### config.mk
export PLATFORM = sky130hd
export DESIGN_NAME = rx_bringup_seq
export DESIGN_NICKNAME = d
export VERILOG_FILES = /design/src/rtl/rxbs_pkg.sv /design/src/rtl/rxbs_timer.sv /design/src/rtl/rxbs_attempt_ctr.sv /design/src/rtl/rxbs_fsm.sv /design/src/rtl/rx_bringup_seq.sv
export SDC_FILE = /design/constraint.sdc
export NUM_CORES = 1
export LEC_CHECK = 0
export CAP_MARGIN = 20
export CELL_PAD_IN_SITES_DETAIL_PLACEMENT = 1
export CELL_PAD_IN_SITES_GLOBAL_PLACEMENT = 1
export CORE_UTILIZATION = 47
export CTS_CLUSTER_SIZE = 14
export DETAILED_ROUTE_END_ITERATION = 16
export GPL_TIMING_DRIVEN = 0
export PLACE_DENSITY = 0.78
export SLEW_MARGIN = 30
export SYNTH_ARGS = -nofsm -noshare
export SYNTH_HDL_FRONTEND = slang
export SYNTH_SLANG_ARGS = --single-unit
### constraint.sdc
create_clock -name clk -period 8.9 [get_ports clk]
set_clock_uncertainty 0.15 [all_clocks]
set_input_delay 1.78 -clock clk [delete_from_list [all_inputs] [get_ports clk]]
set_output_delay 1.78 -clock clk [all_outputs]
set_load 0.01 [all_outputs]
### src/rtl/rxbs_pkg.sv
package rxbs_pkg;

  typedef enum logic [2:0] {
    ST_PMA_RST    = 3'd0,
    ST_WAIT_LOCK  = 3'd1,
    ST_RX_RST     = 3'd2,
    ST_PHASE_SYNC = 3'd3,
    ST_WAIT_SYNC  = 3'd4,
    ST_MONITOR    = 3'd5,
    ST_READY      = 3'd6
  } rxbs_state_e;

  // Wait length in system cycles for a count of slow user-clock cycles.
  function automatic int unsigned usr_to_sys(input int unsigned usr_cycles,
                                             input int unsigned sys_per_usr);
    int unsigned prod;
    prod = usr_cycles * sys_per_usr;
    return (prod == 0) ? 1 : prod;
  endfunction

  // Bits needed to hold values 0..v.
  function automatic int unsigned bits_for(input int unsigned v);
    return (v < 2) ? 1 : $clog2(v + 1);
  endfunction

  function automatic int unsigned max2(input int unsigned a, input int unsigned b);
    return (a > b) ? a : b;
  endfunction

endpackage

### src/rtl/rxbs_timer.sv
module rxbs_timer #(
  parameter int unsigned TW      = 8,
  parameter logic [TW-1:0] RST_VAL = '0
) (
  input  logic          clk,
  input  logic          rst_n,
  input  logic          load,
  input  logic [TW-1:0] load_val,
  output logic          done
);

  logic [TW-1:0] cnt_q;

  // A load of N makes the new state last exactly N cycles.
  always_ff @(posedge clk or negedge rst_n) begin
    if (!rst_n)               cnt_q <= RST_VAL;
    else if (load)            cnt_q <= load_val - 1'b1;
    else if (cnt_q != '0)     cnt_q <= cnt_q - 1'b1;
  end

  assign done = (cnt_q == '0);

endmodule

### src/rtl/rxbs_attempt_ctr.sv
module rxbs_attempt_ctr #(
  parameter int unsigned MAX_SYNC = 4,
  parameter int unsigned AW       = 3
) (
  input  logic          clk,
  input  logic          rst_n,
  input  logic          clear,
  input  logic          bump,
  output logic [AW-1:0] count,
  output logic          at_limit
);

  localparam logic [AW-1:0] LIMIT_M1 = AW'(MAX_SYNC - 1);
  localparam logic [AW-1:0] LIMIT    = AW'(MAX_SYNC);

  logic [AW-1:0] cnt_q;

  always_ff @(posedge clk or negedge rst_n) begin
    if (!rst_n)                        cnt_q <= '0;
    else if (clear)                    cnt_q <= '0;
    else if (bump && cnt_q != LIMIT)   cnt_q <= cnt_q + 1'b1;
  end

  assign count    = cnt_q;
  // The next counted error would reach the limit.
  assign at_limit = (cnt_q >= LIMIT_M1);

endmodule

### src/rtl/rxbs_fsm.sv
module rxbs_fsm
  import rxbs_pkg::*;
#(
  parameter int unsigned TW     = 8,
  parameter int unsigned T_PMA  = 8,
  parameter int unsigned T_LOCK = 8,
  parameter int unsigned T_RXR  = 8,
  parameter int unsigned T_SYNC = 8,
  parameter int unsigned T_MON  = 8
) (
  input  logic          clk,
  input  logic          rst_n,
  input  logic          usr_clk_stable,
  input  logic          cdr_lock,
  input  logic          rx_err,
  input  logic          timer_done,
  input  logic          at_limit,
  output rxbs_state_e   state,
  output logic          tmr_load,
  output logic [TW-1:0] tmr_val,
  output logic          bump,
  output logic          lock_drop,
  output logic          retry_evt,
  output logic          escalate_evt
);

  localparam logic [TW-1:0] L_PMA  = TW'(T_PMA);
  localparam logic [TW-1:0] L_LOCK = TW'(T_LOCK);
  localparam logic [TW-1:0] L_RXR  = TW'(T_RXR);
  localparam logic [TW-1:0] L_SYNC = TW'(T_SYNC);
  localparam logic [TW-1:0] L_MON  = TW'(T_MON);
  localparam logic [TW-1:0] L_ONE  = TW'(1);

  rxbs_state_e st_q, st_d;
  logic        locked_state, err_seen;

  always_ff @(posedge clk or negedge rst_n) begin
    if (!rst_n) st_q <= ST_PMA_RST;
    else        st_q <= st_d;
  end

  always_comb begin
    locked_state = (st_q == ST_RX_RST) || (st_q == ST_PHASE_SYNC) ||
                   (st_q == ST_WAIT_SYNC) || (st_q == ST_MONITOR) ||
                   (st_q == ST_READY);
    err_seen     = rx_err && cdr_lock &&
                   ((st_q == ST_MONITOR) || (st_q == ST_READY));
  end

  always_comb begin
    st_d         = st_q;
    lock_drop    = 1'b0;
    bump         = 1'b0;
    retry_evt    = 1'b0;
    escalate_evt = 1'b0;
    if (locked_state && !cdr_lock) begin
      lock_drop = 1'b1;
      st_d      = ST_PMA_RST;
    end else if (err_seen) begin
      bump = 1'b1;
      if (at_limit) begin
        escalate_evt = 1'b1;
        st_d         = ST_PMA_RST;
      end else begin
        retry_evt = 1'b1;
        st_d      = ST_PHASE_SYNC;
      end
    end else begin
      case (st_q)
        ST_PMA_RST:    if (timer_done && usr_clk_stable) st_d = ST_WAIT_LOCK;
        ST_WAIT_LOCK:  if (timer_done) st_d = cdr_lock ? ST_RX_RST : ST_PMA_RST;
        ST_RX_RST:     if (timer_done) st_d = ST_PHASE_SYNC;
        ST_PHASE_SYNC: st_d = ST_WAIT_SYNC;
        ST_WAIT_SYNC:  if (timer_done) st_d = ST_MONITOR;
        ST_MONITOR:    if (timer_done) st_d = ST_READY;
        default:       st_d = st_q;
      endcase
    end
  end

  // Reload the timer on every state change with the new state's length.
  always_comb begin
    tmr_load = (st_d != st_q);
    case (st_d)
      ST_PMA_RST:   tmr_val = L_PMA;
      ST_WAIT_LOCK: tmr_val = L_LOCK;
      ST_RX_RST:    tmr_val = L_RXR;
      ST_WAIT_SYNC: tmr_val = L_SYNC;
      ST_MONITOR:   tmr_val = L_MON;
      default:      tmr_val = L_ONE;
    endcase
  end

  assign state = st_q;

endmodule

### src/rtl/rx_bringup_seq.sv
module rx_bringup_seq
  import rxbs_pkg::*;
#(
  parameter int unsigned SYS_PER_USR   = 2,
  parameter int unsigned PMA_RST_USR   = 4,
  parameter int unsigned LOCK_WAIT_USR = 16384,
  parameter int unsigned RX_RST_USR    = 4,
  parameter int unsigned SYNC_WAIT_USR = 64,
  parameter int unsigned MONITOR_USR   = 1024,
  parameter int unsigned MAX_SYNC      = 4
) (
  input  logic clk,
  input  logic rst_n,
  input  logic usr_clk_stable,
  input  logic cdr_lock,
  input  logic rx_err,
  output logic pma_rst,
  output logic rx_rst,
  output logic phase_sync,
  output logic link_ready
);

  localparam int unsigned T_PMA  = usr_to_sys(PMA_RST_USR,   SYS_PER_USR);
  localparam int unsigned T_LOCK = usr_to_sys(LOCK_WAIT_USR, SYS_PER_USR);
  localparam int unsigned T_RXR  = usr_to_sys(RX_RST_USR,    SYS_PER_USR);
  localparam int unsigned T_SYNC = usr_to_sys(SYNC_WAIT_USR, SYS_PER_USR);
  localparam int unsigned T_MON  = usr_to_sys(MONITOR_USR,   SYS_PER_USR);
  localparam int unsigned T_MAX  = max2(max2(T_PMA, T_LOCK), max2(max2(T_RXR, T_SYNC), T_MON));
  localparam int unsigned TW     = bits_for(T_MAX);
  localparam int unsigned AW     = bits_for(MAX_SYNC);
  localparam logic [TW-1:0] TMR_RST = TW'(T_PMA - 1);

  rxbs_state_e   state;
  logic          tmr_load, timer_done, bump, at_limit;
  logic [TW-1:0] tmr_val;
  logic [AW-1:0] attempt_cnt;
  logic          lock_drop, retry_evt, escalate_evt;

  rxbs_fsm #(
    .TW(TW), .T_PMA(T_PMA), .T_LOCK(T_LOCK), .T_RXR(T_RXR),
    .T_SYNC(T_SYNC), .T_MON(T_MON)
  ) u_fsm (
    .clk(clk), .rst_n(rst_n), .usr_clk_stable(usr_clk_stable),
    .cdr_lock(cdr_lock), .rx_err(rx_err), .timer_done(timer_done),
    .at_limit(at_limit), .state(state), .tmr_load(tmr_load),
    .tmr_val(tmr_val), .bump(bump), .lock_drop(lock_drop),
    .retry_evt(retry_evt), .escalate_evt(escalate_evt)
  );

  rxbs_timer #(.TW(TW), .RST_VAL(TMR_RST)) u_timer (
    .clk(clk), .rst_n(rst_n), .load(tmr_load), .load_val(tmr_val),
    .done(timer_done)
  );

  rxbs_attempt_ctr #(.MAX_SYNC(MAX_SYNC), .AW(AW)) u_attempts (
    .clk(clk), .rst_n(rst_n), .clear(state == ST_PMA_RST), .bump(bump),
    .count(attempt_cnt), .at_limit(at_limit)
  );

  assign pma_rst    = (state == ST_PMA_RST);
  assign rx_rst     = (state == ST_RX_RST);
  assign phase_sync = (state == ST_PHASE_SYNC);
  assign link_ready = (state == ST_READY);

endmodule

==> results.ini <==
[cts]
cts-resized-gates=0
clock-sinks=22
clockBufferDepth=2
clk_transition_reported_paths_ns=0.08
cts_setup_buffers=0
clock_latency_ns=0.27
cts_root_buf=clkbuf_8
h-tree-depth=1
cts_tree=built
hold_buffers=0
cts_made_buffers=3

[power_and_ir_drop]
p_sw_mw=0.267
power_mw=0.579
p_sw_share_pct=46.1
peakVddDrop_mv=0.160
p_int_mw=0.312
p_comb_share_pct=57.9
p_clk_share_pct=12.6
p_seq_share_pct=29.5
p_leak_nw=0.834
power_density_mw_per_mm2=282

[finish]
layout-drive-gt1-share_pct=18.8
final_util_pct=54.7
areaGrowthSynthToFinish_pct=9.64
stdcell_count=282
nNetsFinal=244
multi_input_comb_area_mm2=0.00120
antennaDiodeCount=0
final_area_mm2=0.00205
n_fill_cell=461
register_area_um2=554

[die]
start_util_pct=49.9
num_rows=22
die_area_mm2=0.00423
die_h_um=65.1
die_w_um=65.1
io_pins=9
core-area_mm2=0.00374

[timing]
min_period_ns=5.19
tns_ns=0
rsz0062_at_grt=no
holdWs_ns=0.369
fin_ws_ns=3.71
tightest_slew_ns=0.728
period_share_pct=58.3
setup_violations=0
final_hold_viol_count=0
relSlewSlack_pct=51.0
slew_violations=0
max_freq_ghz=0.193

[synth]
synth_seq_area_share_pct=29.7
synth_area_mm2=0.00187
ys_top_cells_by_count=nor2_1 (28), nand2_1 (24), dfrtp_1 (19)
synthArstFlopShare_pct=100
ys_warn_count=0
syn_nets=232
synth-main-ff-cell=dfrtp_1
synth_area_per_cell_um2=8.38
synth_top_cell_area_share_pct=25.4
ys_seq_elements=22
synth_cell_types=68
synth_edf_count=0
synth_area_leaders=dfrtp_1 (25%), nor2_1 (5.6%), nand2_1 (4.8%)
syn_inst=223
yosys.area.top_type=dfrtp_1
synth.most_common_cell=nor2_1

[setup_path]
crit_fanout=10
slowest_stage=clkdlybuf4s50_1
crit_path_start_kind=input pin
worstPathArrival_ns=5.21
path_common_cell=nand2_1
critical_path.top_delay_family=simple AND/OR/NAND/NOR gates
path_buf_inv=2
crit_chain=clkdlybuf4s50_1 > nand2_1 > or3_1 > and3_2 > o31a_1 > nor3b_2 > buf_2 > nand2_1 > ha_1 > o31a_1 > and3_1 > nand2_1 > nor3_1 > a221oi_1
critPathKind=in2reg
end_kind=flip-flop
cp.required_ns=8.92
max_stage_delay_ns=0.59

[drt]
first_pass_iters=4
drt_iter0_drc=124
vias=1769
routed_wl_um=5340
viasPerCell=6.27
ant_nets=0
drc=0
wl_per_cell_um=18.9

[grt]
grt_max_degree=23
grt_pass1_wl_um=9030
grtUsageTotal_pct=27.8
gr-total-overflow=0
antenna_found_initial=0
first_global_vias=1858

[worst_hold_path]
hold_path.class=reg2reg

[job]
maxCapViolCount=0

[placed_design]
place_ws_ns=3.41
port_buffers=7
dpl.cell_count=278
placed_area_mm2=0.00199
dp_hpwl_um=4110
place_congestion=0.892

[run_status]
status=completed

-- power groups by stage --
stage / Sequential (mW) / Combinational [mW] / Clock, mW
after floorplan: 0.160 / 0.260 / 0
after global placement: 0.167 / 0.317 / 0
after detailed placement: 0.171 / 0.333 / 0
after CTS: 0.170 / 0.335 / 0.0746
after global routing: 0.175 / 0.371 / 0.0771
final: 0.170 / 0.335 / 0.0730
-- layout make-up --
| class | instances | share of cell area (%) |
|---|---|---|
| multi-input cells | 180 | 58.7 |
| clock buffers | 4 | 2.69 |
| flip-flops and latches | 22 | 27.0 |
| well taps | 48 | 2.93 |
| plain buffers | 13 | 4.03 |
| inverters | 8 | 1.47 |
| repair buffers | 7 | 3.17 |
-- worst min-delay path: stages (launching register included) --
cell	delay [ns]
dfrtp_1	0.39
nand2_1	0.06
a31oi_1	0.04
-- kinds of logic after synthesis --
kind of cell	synth area share, %
compound gates	29.3
fa+ha+maj	2.68
flops	29.7
mux	1.74
simple gates	29.7
buf+inv	6.02
xor+xnor	0.937
-- registers in the layout, indices dropped and copies added (netlist names) --
name / cells
u_timer.cnt_q: 16
u_attempts.count: 3
u_fsm.state: 3
-- metal layers --
metal / global-route usage [%] / up-vias / routed length [um]
li1: - / 848 / -
met1: 33.5 / 893 / 2470
met2: 51.3 / 19 / 2700
met3: 3.17 / 9 / 97
met4: 7.88 / 0 / 78
met5: 0 / - / 0
-- final timing paths --
| check | to | from | cells after the start | slack [ns] |
|---|---|---|---|---|
| max | u_timer.cnt_q[12] | cdr_lock | 14 | 3.71 |
| min | u_timer.cnt_q[15] | u_timer.cnt_q[15] | 2 | 0.37 |
| max reg2reg | u_timer.cnt_q[12] | u_attempts.count[0] | 15 | 5.00 |
| min reg2reg | u_timer.cnt_q[15] | u_timer.cnt_q[15] | 2 | 0.37 |
| max in group asynchronous | u_timer.cnt_q[0] | rst_n | 1 | 6.89 |
| min in group asynchronous | u_attempts.count[2] | rst_n | 1 | 1.33 |
-- cell usage in the layout, fill, tap and decap left out, drive strengths merged, types with 8 or more instances in the layout --
cell   Yosys  layout
a21oi     13      13
buf       11      12
dfrtp     19      19
inv        8       8
nand2     24      24
nor2      29      29
nor3       8       8
o21ai     16      16
Power figures use the tool's default switching activity.
